$ cat src/rtl/cbm_pkg.sv
package cbm_pkg;

  // Register window selected by the top address nibble of a write
  typedef enum logic [2:0] {
    WIN_RAM_EN,
    WIN_ROM_LO,
    WIN_ROM_HI,
    WIN_RAM_BANK,
    WIN_LATCH,
    WIN_NONE
  } cbm_win_e;

  localparam logic [7:0] RAM_KEY_ON  = 8'h0A;
  localparam logic [7:0] RAM_KEY_OFF = 8'h00;
  localparam logic [7:0] OPEN_BUS    = 8'hFF;
  localparam logic [7:0] CLK_READ    = 8'h00;
  localparam int         CLK_BANK_LO = 8;
  localparam int         CLK_BANK_HI = 12;
  localparam int         ROM_OFS_W   = 14;
  localparam int         RAM_OFS_W   = 13;

  function automatic cbm_win_e decode_win(input logic [3:0] nib);
    cbm_win_e w;
    casez (nib)
      4'b000?: w = WIN_RAM_EN;
      4'b0010: w = WIN_ROM_LO;
      4'b0011: w = WIN_ROM_HI;
      4'b010?: w = WIN_RAM_BANK;
      4'b011?: w = WIN_LATCH;
      default: w = WIN_NONE;
    endcase
    return w;
  endfunction

endpackage

$ cat src/rtl/cbm_rst_sync.sv
module cbm_rst_sync #(
  parameter int STAGES = 2
) (
  input  logic clk,
  input  logic rst_n_async,
  output logic rst_n_sync
);

  logic [STAGES-1:0] sync_q;

  always_ff @(posedge clk or negedge rst_n_async) begin
    if (!rst_n_async) sync_q <= '0;
    else              sync_q <= {sync_q[STAGES-2:0], 1'b1};
  end

  assign rst_n_sync = sync_q[STAGES-1];

endmodule

$ cat src/rtl/cbm_regs.sv
module cbm_regs
  import cbm_pkg::*;
#(
  parameter int ROM_BANK_W = 9,
  parameter int RAM_BANK_W = 4
) (
  input  logic                  clk,
  input  logic                  rst_n,
  input  logic                  wr_en,
  input  cbm_win_e              win,
  input  logic [7:0]            wdata,
  output logic [ROM_BANK_W-1:0] rom_bank_q,
  output logic [RAM_BANK_W-1:0] ram_bank_q,
  output logic                  ram_en_q
);

  localparam int ROM_HI_W = ROM_BANK_W - 8;

  logic [ROM_BANK_W-1:0] rom_bank_d;
  logic [RAM_BANK_W-1:0] ram_bank_d;
  logic                  ram_en_d;
  logic                  reg_ce;

  // Latch-command writes are accepted but touch no register
  assign reg_ce = wr_en && (win != WIN_NONE) && (win != WIN_LATCH);

  always_comb begin
    rom_bank_d = rom_bank_q;
    ram_bank_d = ram_bank_q;
    ram_en_d   = ram_en_q;
    unique case (win)
      WIN_RAM_EN: begin
        if (wdata == RAM_KEY_ON)       ram_en_d = 1'b1;
        else if (wdata == RAM_KEY_OFF) ram_en_d = 1'b0;
      end
      WIN_ROM_LO:   rom_bank_d[7:0]            = wdata;
      WIN_ROM_HI:   rom_bank_d[ROM_BANK_W-1:8] = wdata[ROM_HI_W-1:0];
      WIN_RAM_BANK: ram_bank_d                 = wdata[RAM_BANK_W-1:0];
      default: ;
    endcase
  end

  always_ff @(posedge clk or negedge rst_n) begin
    if (!rst_n) begin
      rom_bank_q <= ROM_BANK_W'(1);
      ram_bank_q <= '0;
      ram_en_q   <= 1'b0;
    end else if (reg_ce) begin
      rom_bank_q <= rom_bank_d;
      ram_bank_q <= ram_bank_d;
      ram_en_q   <= ram_en_d;
    end
  end

endmodule

$ cat src/rtl/cbm_map.sv
module cbm_map
  import cbm_pkg::*;
#(
  parameter int ROM_BANK_W = 9,
  parameter int RAM_BANK_W = 4,
  parameter int RAM_SEL_W  = 2,
  localparam int ROM_ADDR_W = ROM_BANK_W + ROM_OFS_W,
  localparam int RAM_ADDR_W = RAM_SEL_W + RAM_OFS_W
) (
  input  logic [15:0]           cpu_addr,
  input  logic                  cpu_rd,
  input  logic                  cpu_wr,
  input  logic [ROM_BANK_W-1:0] rom_bank,
  input  logic [RAM_BANK_W-1:0] ram_bank,
  input  logic                  ram_en,
  input  logic [7:0]            rom_rdata,
  input  logic [7:0]            ram_rdata,
  output logic [ROM_ADDR_W-1:0] rom_addr,
  output logic [RAM_ADDR_W-1:0] ram_addr,
  output logic                  rom_cs,
  output logic                  ram_cs,
  output logic                  ram_we,
  output logic [7:0]            cpu_rdata
);

  logic                  rom_area;
  logic [ROM_BANK_W-1:0] eff_bank;
  logic                  ram_win;
  logic                  data_bank;
  logic                  clk_bank;
  logic                  ram_hit;
  logic                  clk_hit;

  assign rom_area = !cpu_addr[15];
  assign eff_bank = cpu_addr[14] ? rom_bank : '0;
  assign rom_addr = {eff_bank, cpu_addr[ROM_OFS_W-1:0]};
  assign rom_cs   = rom_area && cpu_rd;

  assign ram_win   = (cpu_addr[15:13] == 3'b101);
  assign data_bank = ((ram_bank >> RAM_SEL_W) == '0);
  assign clk_bank  = (ram_bank >= RAM_BANK_W'(CLK_BANK_LO)) &&
                     (ram_bank <= RAM_BANK_W'(CLK_BANK_HI));
  assign ram_hit   = ram_win && ram_en && data_bank;
  assign clk_hit   = ram_win && ram_en && clk_bank;

  assign ram_addr = {ram_bank[RAM_SEL_W-1:0], cpu_addr[RAM_OFS_W-1:0]};
  assign ram_cs   = ram_hit && (cpu_rd || cpu_wr);
  assign ram_we   = ram_hit && cpu_wr;

  always_comb begin
    if (rom_area)     cpu_rdata = rom_rdata;
    else if (ram_hit) cpu_rdata = ram_rdata;
    else if (clk_hit) cpu_rdata = CLK_READ;
    else              cpu_rdata = OPEN_BUS;
  end

endmodule

$ cat src/rtl/cart_bank_mapper.sv
module cart_bank_mapper
  import cbm_pkg::*;
#(
  parameter int ROM_BANK_W = 9,
  parameter int RAM_BANK_W = 4,
  parameter int RAM_SEL_W  = 2,
  parameter int RST_STAGES = 2,
  localparam int ROM_ADDR_W = ROM_BANK_W + ROM_OFS_W,
  localparam int RAM_ADDR_W = RAM_SEL_W + RAM_OFS_W
) (
  input  logic                  clk,
  input  logic                  rst_n,
  input  logic [15:0]           cpu_addr,
  input  logic [7:0]            cpu_wdata,
  input  logic                  cpu_rd,
  input  logic                  cpu_wr,
  input  logic [7:0]            rom_rdata,
  input  logic [7:0]            ram_rdata,
  output logic [ROM_ADDR_W-1:0] rom_addr,
  output logic [RAM_ADDR_W-1:0] ram_addr,
  output logic                  rom_cs,
  output logic                  ram_cs,
  output logic                  ram_we,
  output logic [7:0]            cpu_rdata
);

  logic                  rst_sync_n;
  cbm_win_e              win;
  logic                  reg_wr;
  logic [ROM_BANK_W-1:0] rom_bank;
  logic [RAM_BANK_W-1:0] ram_bank;
  logic                  ram_en;

  assign win    = decode_win(cpu_addr[15:12]);
  assign reg_wr = cpu_wr && !cpu_addr[15];

  cbm_rst_sync #(.STAGES(RST_STAGES)) u_rst (
    .clk         (clk),
    .rst_n_async (rst_n),
    .rst_n_sync  (rst_sync_n)
  );

  cbm_regs #(.ROM_BANK_W(ROM_BANK_W), .RAM_BANK_W(RAM_BANK_W)) u_regs (
    .clk        (clk),
    .rst_n      (rst_sync_n),
    .wr_en      (reg_wr),
    .win        (win),
    .wdata      (cpu_wdata),
    .rom_bank_q (rom_bank),
    .ram_bank_q (ram_bank),
    .ram_en_q   (ram_en)
  );

  cbm_map #(
    .ROM_BANK_W (ROM_BANK_W),
    .RAM_BANK_W (RAM_BANK_W),
    .RAM_SEL_W  (RAM_SEL_W)
  ) u_map (
    .cpu_addr  (cpu_addr),
    .cpu_rd    (cpu_rd),
    .cpu_wr    (cpu_wr),
    .rom_bank  (rom_bank),
    .ram_bank  (ram_bank),
    .ram_en    (ram_en),
    .rom_rdata (rom_rdata),
    .ram_rdata (ram_rdata),
    .rom_addr  (rom_addr),
    .ram_addr  (ram_addr),
    .rom_cs    (rom_cs),
    .ram_cs    (ram_cs),
    .ram_we    (ram_we),
    .cpu_rdata (cpu_rdata)
  );

endmodule

$ cat config.mk
export PLATFORM = sky130hd
export DESIGN_NAME = cart_bank_mapper
export DESIGN_NICKNAME = d
export VERILOG_FILES = /design/src/rtl/cbm_pkg.sv /design/src/rtl/cbm_rst_sync.sv /design/src/rtl/cbm_regs.sv /design/src/rtl/cbm_map.sv /design/src/rtl/cart_bank_mapper.sv
export SDC_FILE = /design/constraint.sdc
export NUM_CORES = 1
export LEC_CHECK = 0
export ABC_AREA = 1
export CAP_MARGIN = 30
export CORE_UTILIZATION = 40
export CTS_CLUSTER_DIAMETER = 30
export DETAILED_ROUTE_END_ITERATION = 7
export DONT_BUFFER_PORTS = 1
export HOLD_SLACK_MARGIN = 0.05
export PLACE_DENSITY = 0.55
export SLEW_MARGIN = 20
export SYNTH_ARGS = -nofsm -noshare
export SYNTH_HDL_FRONTEND = slang
export SYNTH_SLANG_ARGS = --single-unit
export TNS_END_PERCENT = 20
$ cat constraint.sdc
create_clock -name clk -period 2.45 [get_ports clk]
set_input_delay 0.49 -clock clk [delete_from_list [all_inputs] [get_ports clk]]
set_output_delay 0.49 -clock clk [all_outputs]
set_load 0.05 [all_outputs]
Word level (Yosys, flattened, before mapping)

Index checks and enable logic that the tools add are counted.
W data, S select, Z words.

Register bits after elaboration: 16
Output and inout bits: 49

$lt $le $gt $ge: 2
Equal/unequal tests: 11
Multiplexer cells: 7
Reductions and logical operators: 21

Operators by type and width:

| cell                 | count |
|---|---|
| $mux W8              | 3 |
| $pmux W3 S5          | 1 |
| $eq A3 B2 Y1 const B | 4 |
| $logic_and A1 B1 Y1  | 10 |
| $mux W9              | 1 |
| $eq A4 B2 Y1 const B | 2 |
| $eq A8 B4 Y1 const B | 1 |
| $logic_not A8 Y1     | 1 |
| $logic_not A3 Y1     | 2 |
| $ne A3 B3 Y1 const B | 2 |
| $reduce_and A2 Y1    | 3 |
| $ge A4 B4 Y1 const B | 1 |
| $le A4 B4 Y1 const B | 1 |
| $logic_not A4 Y1     | 1 |
| $eq A3 B1 Y1 const B | 1 |
| $eq A3 B3 Y1 const B | 1 |
| $reduce_and A3 Y1    | 1 |
| $mux W1              | 2 |
| $reduce_bool A2 Y1   | 1 |
| $logic_not A1 Y1     | 1 |
| $logic_or A1 B1 Y1   | 1 |

Longest topological paths before layout

Depth after elaboration: 6
Mapped depth: 7
Depth with buffers taken out: 7

By module

From an unflattened synthesis, not the netlist that was laid out.

Cells, all modules: 207
Area, all modules: 1365.1 um^2

Modules (own cells, without submodules):

| module           | instances | cells an instance | area an instance (um^2) | seq. area each (um^2) |
|---|---|---|---|---|
| cbm_regs         | 1         | 83                | 671.9                   | 351.6 |
| cbm_map          | 1         | 106               | 576.8                   | 0.0 |
| cart_bank_mapper | 1         | 15                | 62.6                    | 0.0 |
| cbm_rst_sync     | 1         | 3                 | 53.8                    | 50.0 |

Worst setup path before layout

No wires, ideal clock.

Path kind: input to output
From: input port cpu_addr[15]
To: output port ram_cs
Data arrival time: 1669 ps
Required time: 1960 ps
Path slack: 291 ps
Stages: 5
Path buffers: 1
Cells stage by stage: buf_4 > nand2_1 > nor2_2 > nand3_1 > a21oi_1

Cells in the longest elaborated chain, start to end: 4

RTL lines:

| element                           | line                   | text |
|---|---|---|
| from (decl)                       | cart_bank_mapper.sv:13 | `input logic [15:0] cpu_addr,` |
| $eq A3 B3 Y1                      | cbm_map.sv:39          | `assign ram_win = (cpu_addr[15:13] == 3'b101);` |
| $logic_and A1 B1 Y1 (2 in series) | cbm_map.sv:43          | `assign ram_hit = ram_win && ram_en && data_bank;` |
| $logic_and A1 B1 Y1               | cbm_map.sv:47          | `assign ram_cs = ram_hit && (cpu_rd \|\| cpu_wr);` |
| to (decl)                         | cart_bank_mapper.sv:22 | `output logic ram_cs,` |

Every way passes these cells.

Worst setup path in the final report

From: register u_regs.ram_bank_q[1]
To: output port cpu_rdata[6]

Cells in the longest elaborated chain, start to end: 6

RTL lines:

| element                                             | line                         | text |
|---|---|---|
| from (decl)                                         | cbm_regs.sv:13               | `output logic [RAM_BANK_W-1:0] ram_bank_q,` |
| from (signal assigned)                              | cbm_regs.sv:50               | `ram_bank_q <= ram_bank_d;` |
| $ge A4 B4 Y1 / $le A4 B4 Y1 (equally long branches) | cbm_map.sv:41, cbm_map.sv:42 |  |
| $logic_and A1 B1 Y1 (*)                             | cbm_map.sv:41                | `assign clk_bank = (ram_bank >= RAM_BANK_W'(CLK_BANK_LO)) &&` |
| $logic_and A1 B1 Y1 (*)                             | cbm_map.sv:44                | `assign clk_hit = ram_win && ram_en && clk_bank;` |
| $mux W8 (*)                                         | cbm_map.sv:53                | `else if (clk_hit) cpu_rdata = CLK_READ;` |
| $mux W8 (*)                                         | cbm_map.sv:52                | `else if (ram_hit) cpu_rdata = ram_rdata;` |
| $mux W8 (*)                                         | cbm_map.sv:51                | `if (rom_area) cpu_rdata = rom_rdata;` |
| to (decl)                                           | cart_bank_mapper.sv:24       | `output logic [7:0] cpu_rdata` |

Every way passes the cells marked *; elsewhere a longest branch is shown, timed or not.

==> flow_summary.yaml <==
synthesis:
  synth_area_per_cell_um2: 6.82
  ys_seq_elements: 16
  synth_xor_area_share_pct: 0
  synth_warnings: 0
  synth_compound_area_share_pct: 8.42
  yosys.area_share.adder_pct: 0
  ys_seq_area_share_pct: 32.2
  synth.cell_area_um2: 1250
  synth-simple-area-share_pct: 32.2
  synthMuxAreaShare_pct: 0
  ys_types: 20
  syn_nets: 227
  postSynthCellCount: 183
  synth_top_family_by_area: "simple AND/OR/NAND/NOR gates"
pwr:
  p_sw_share_pct: 39.8
  p_total_mw: 0.773
  p_seq_share_pct: 47.2
  powerDensity_nw_per_um2: 661
  switchingPower_mw: 0.308
  power.share.clock_pct: 22.2
  combPwrFrac_pct: 30.5
  vdd_drop_max_v: 0.000272
  intPower_mw: 0.465
  power.leakage_nw: 0.636
outcome:
  status: "finished, violations left"
  violations: "DRC"
worst_setup_path:
  startpoint_type: "flop"
  end_kind: "primary output"
  worstSetupPathType: "reg -> out"
  worstPathArrival_ns: 1.66
  crit_path_max_fanout: 8
  r2r_setup_slack_ns: 1.54
  required_ns: 1.96
drt:
  drc_errors: 8
  drtAntennaViolNets: 0
  firstDrtPassIters: 7
  wl_um: 2380
  vias_per_cell: 4.79
  vias: 943
  wl_per_cell_um: 12.1
  drt_iter0_markers: 66
clock_network:
  clock-sinks: 16
  clkTransAtPathRegs_ns: 0.09
  postCtsSetupRepairBufs: 0
  insertion_delay_ns: 0.29
  clk_path_buf_depth: 2
  cts_tree: "built"
  cts_max_level: 1
  cts_buffers: 3
  cts.hold.buffers_added: 1
  cts_resized: 0
  cts-root-buf: "clkbuf_4"
sta:
  period_share_pct: 87.6
  max_freq_ghz: 0.466
  maxSlewViolCount: 0
  grt_setup_unrepaired: "no"
  max_slew_margin_pct: 62.6
  period_minus_slack_ns: 2.15
  clock_skew_ns: 0.00776
  setup_viol: 0
  worst_pin_slew_ns: 0.562
  fin_setup_tns_ns: 0
  hold_viol_final: 0
floorplanning:
  die_w_um: 57.9
  fp.dieH_um: 57.9
  fp-row-count: 19
  dieArea_um2: 3350
  coreArea_um2: 2850
  io_pins: 93
  initial_core_util_pct: 43.8
job:
  drv_cap: 0
global_routing:
  grt_max_degree: 21
  antenna_found_initial: 0
  gr-total-overflow: 0
  grt_pass1_wl_um: 3730
  first_global_vias: 891
  globalRouteTotalUtil_pct: 14.3
finish:
  finalNonFillerCells: 197
  final_area_um2: 1170
  drive_gt1_share_pct: 18.7
  antennaDiodeCount: 0
  area_delta_synth_final_pct: -6.31
  fin_nets: 211
place:
  dp.cells: 192
  io_buffers: 0
  dp_hpwl_um: 1880
  placed_area_um2: 1120
  gp_congestion: 0.747
worst_hold_path:
  min_path_type: "reg -> async"
## registers in the layout, indices dropped and copies added (netlist names)
name / count
u_regs.rom_bank_q: 9
u_rst.sync_q: 2
u_regs.ram_bank_q: 4
u_regs.ram_en_q: 1
## layout make-up
cell class / instances / area, um^2
Clock buffer: 4 / 36.3
Sequential cell: 16 / 402
Fill cell: 316 / 1680
Timing Repair Buffer: 12 / 92.6
Inverter: 24 / 90.1
Multi-Input combinational cell: 110 / 510
Tap cell: 31 / 38.8
## worst paths after layout
kind	startpoint	endpoint	depth (start not counted)
max	u_regs.ram_bank_q[1]	cpu_rdata[6]	6
min in group clk	cpu_wdata[6]	u_regs.rom_bank_q[6]	2
min	u_rst.sync_q[1]	u_regs.rom_bank_q[1]	0
max in group asynchronous	u_rst.sync_q[1]	u_regs.ram_bank_q[2]	0
min reg2reg	u_rst.sync_q[1]	u_regs.rom_bank_q[1]	0
max reg2reg	u_regs.ram_bank_q[0]	u_regs.ram_bank_q[0]	2
## power groups by stage
stage          Clock [mW]  Sequential, mW  Combinational, mW
4_1_cts             0.182           0.366              0.238
5_1_grt             0.190           0.372              0.260
6_report            0.172           0.365              0.236
3_5_place_dp            0           0.371              0.236
2_1_floorplan           0           0.339              0.364
3_3_place_gp            0           0.368              0.233
## synth_stat cells (all sizes together)
cell    count  area, um^2
conb        1        3.75
nand4       2        27.5
inv        22        82.6
nand3      10        50.1
a21oi       2        10.0
buf        33         246
nand3b      1        7.51
dfstp       1        26.3
dfrtp      15         375
o21ai      13        95.1
clkinv      2        7.51
nor2       37         144
nand2      44         173
## kinds of logic after synthesis
logic type	Yosys count
buffers and inverters	57
AO/OA/AOI/OAI	15
AND/OR/NAND/NOR	94
flip-flops	16
other	1
## stage by stage
stage	utilization (%)	hold WS, ns	setup slack, ns
4_1_cts	41.0	0.248	0.277
6_report	41.0	0.224	0.304
3_3_place_gp	39.4	0.194	0.625
5_1_grt	41.0	0.284	0.158
2_1_floorplan	-	0.173	0.291
3_5_place_dp	39.4	0.194	0.608
## metal layers
metal	GRT usage, %	part of all wire (%)	wire, um
met3	5.13	11	271
met2	23.6	46	1090
met4	7.14	1.4	34
met1	16.4	41	980
met5	0	0	0
## worst max-delay path, stage by stage, from the launching register on
cell	delay (ns)
dfrtp_1	0.66
nand3b_1	0.17
nand2_1	0.06
nand2_2	0.13
nor2_1	0.05
nor2_1	0.09
buf_4	0.20
## layout by cell type, fill, tap and decap left out, types with 2 or more instances in the layout
| cell type | netlist | layout |
|---|---|---|
| a21oi_1 | 2 | 2 |
| clkbuf_4 | 0 | 3 |
| o21ai_2 | 8 | 8 |
| nor2_2 | 2 | 2 |
| clkinv_1 | 2 | 2 |
| dfrtp_1 | 15 | 15 |
| buf_4 | 30 | 11 |
| nand2_1 | 41 | 41 |
| nand3_1 | 10 | 10 |
| nand2_2 | 3 | 3 |
| inv_1 | 21 | 21 |
| o21ai_0 | 5 | 5 |
| nor2_1 | 35 | 35 |
No activity file was read; power rests on OpenSTA's default activity.
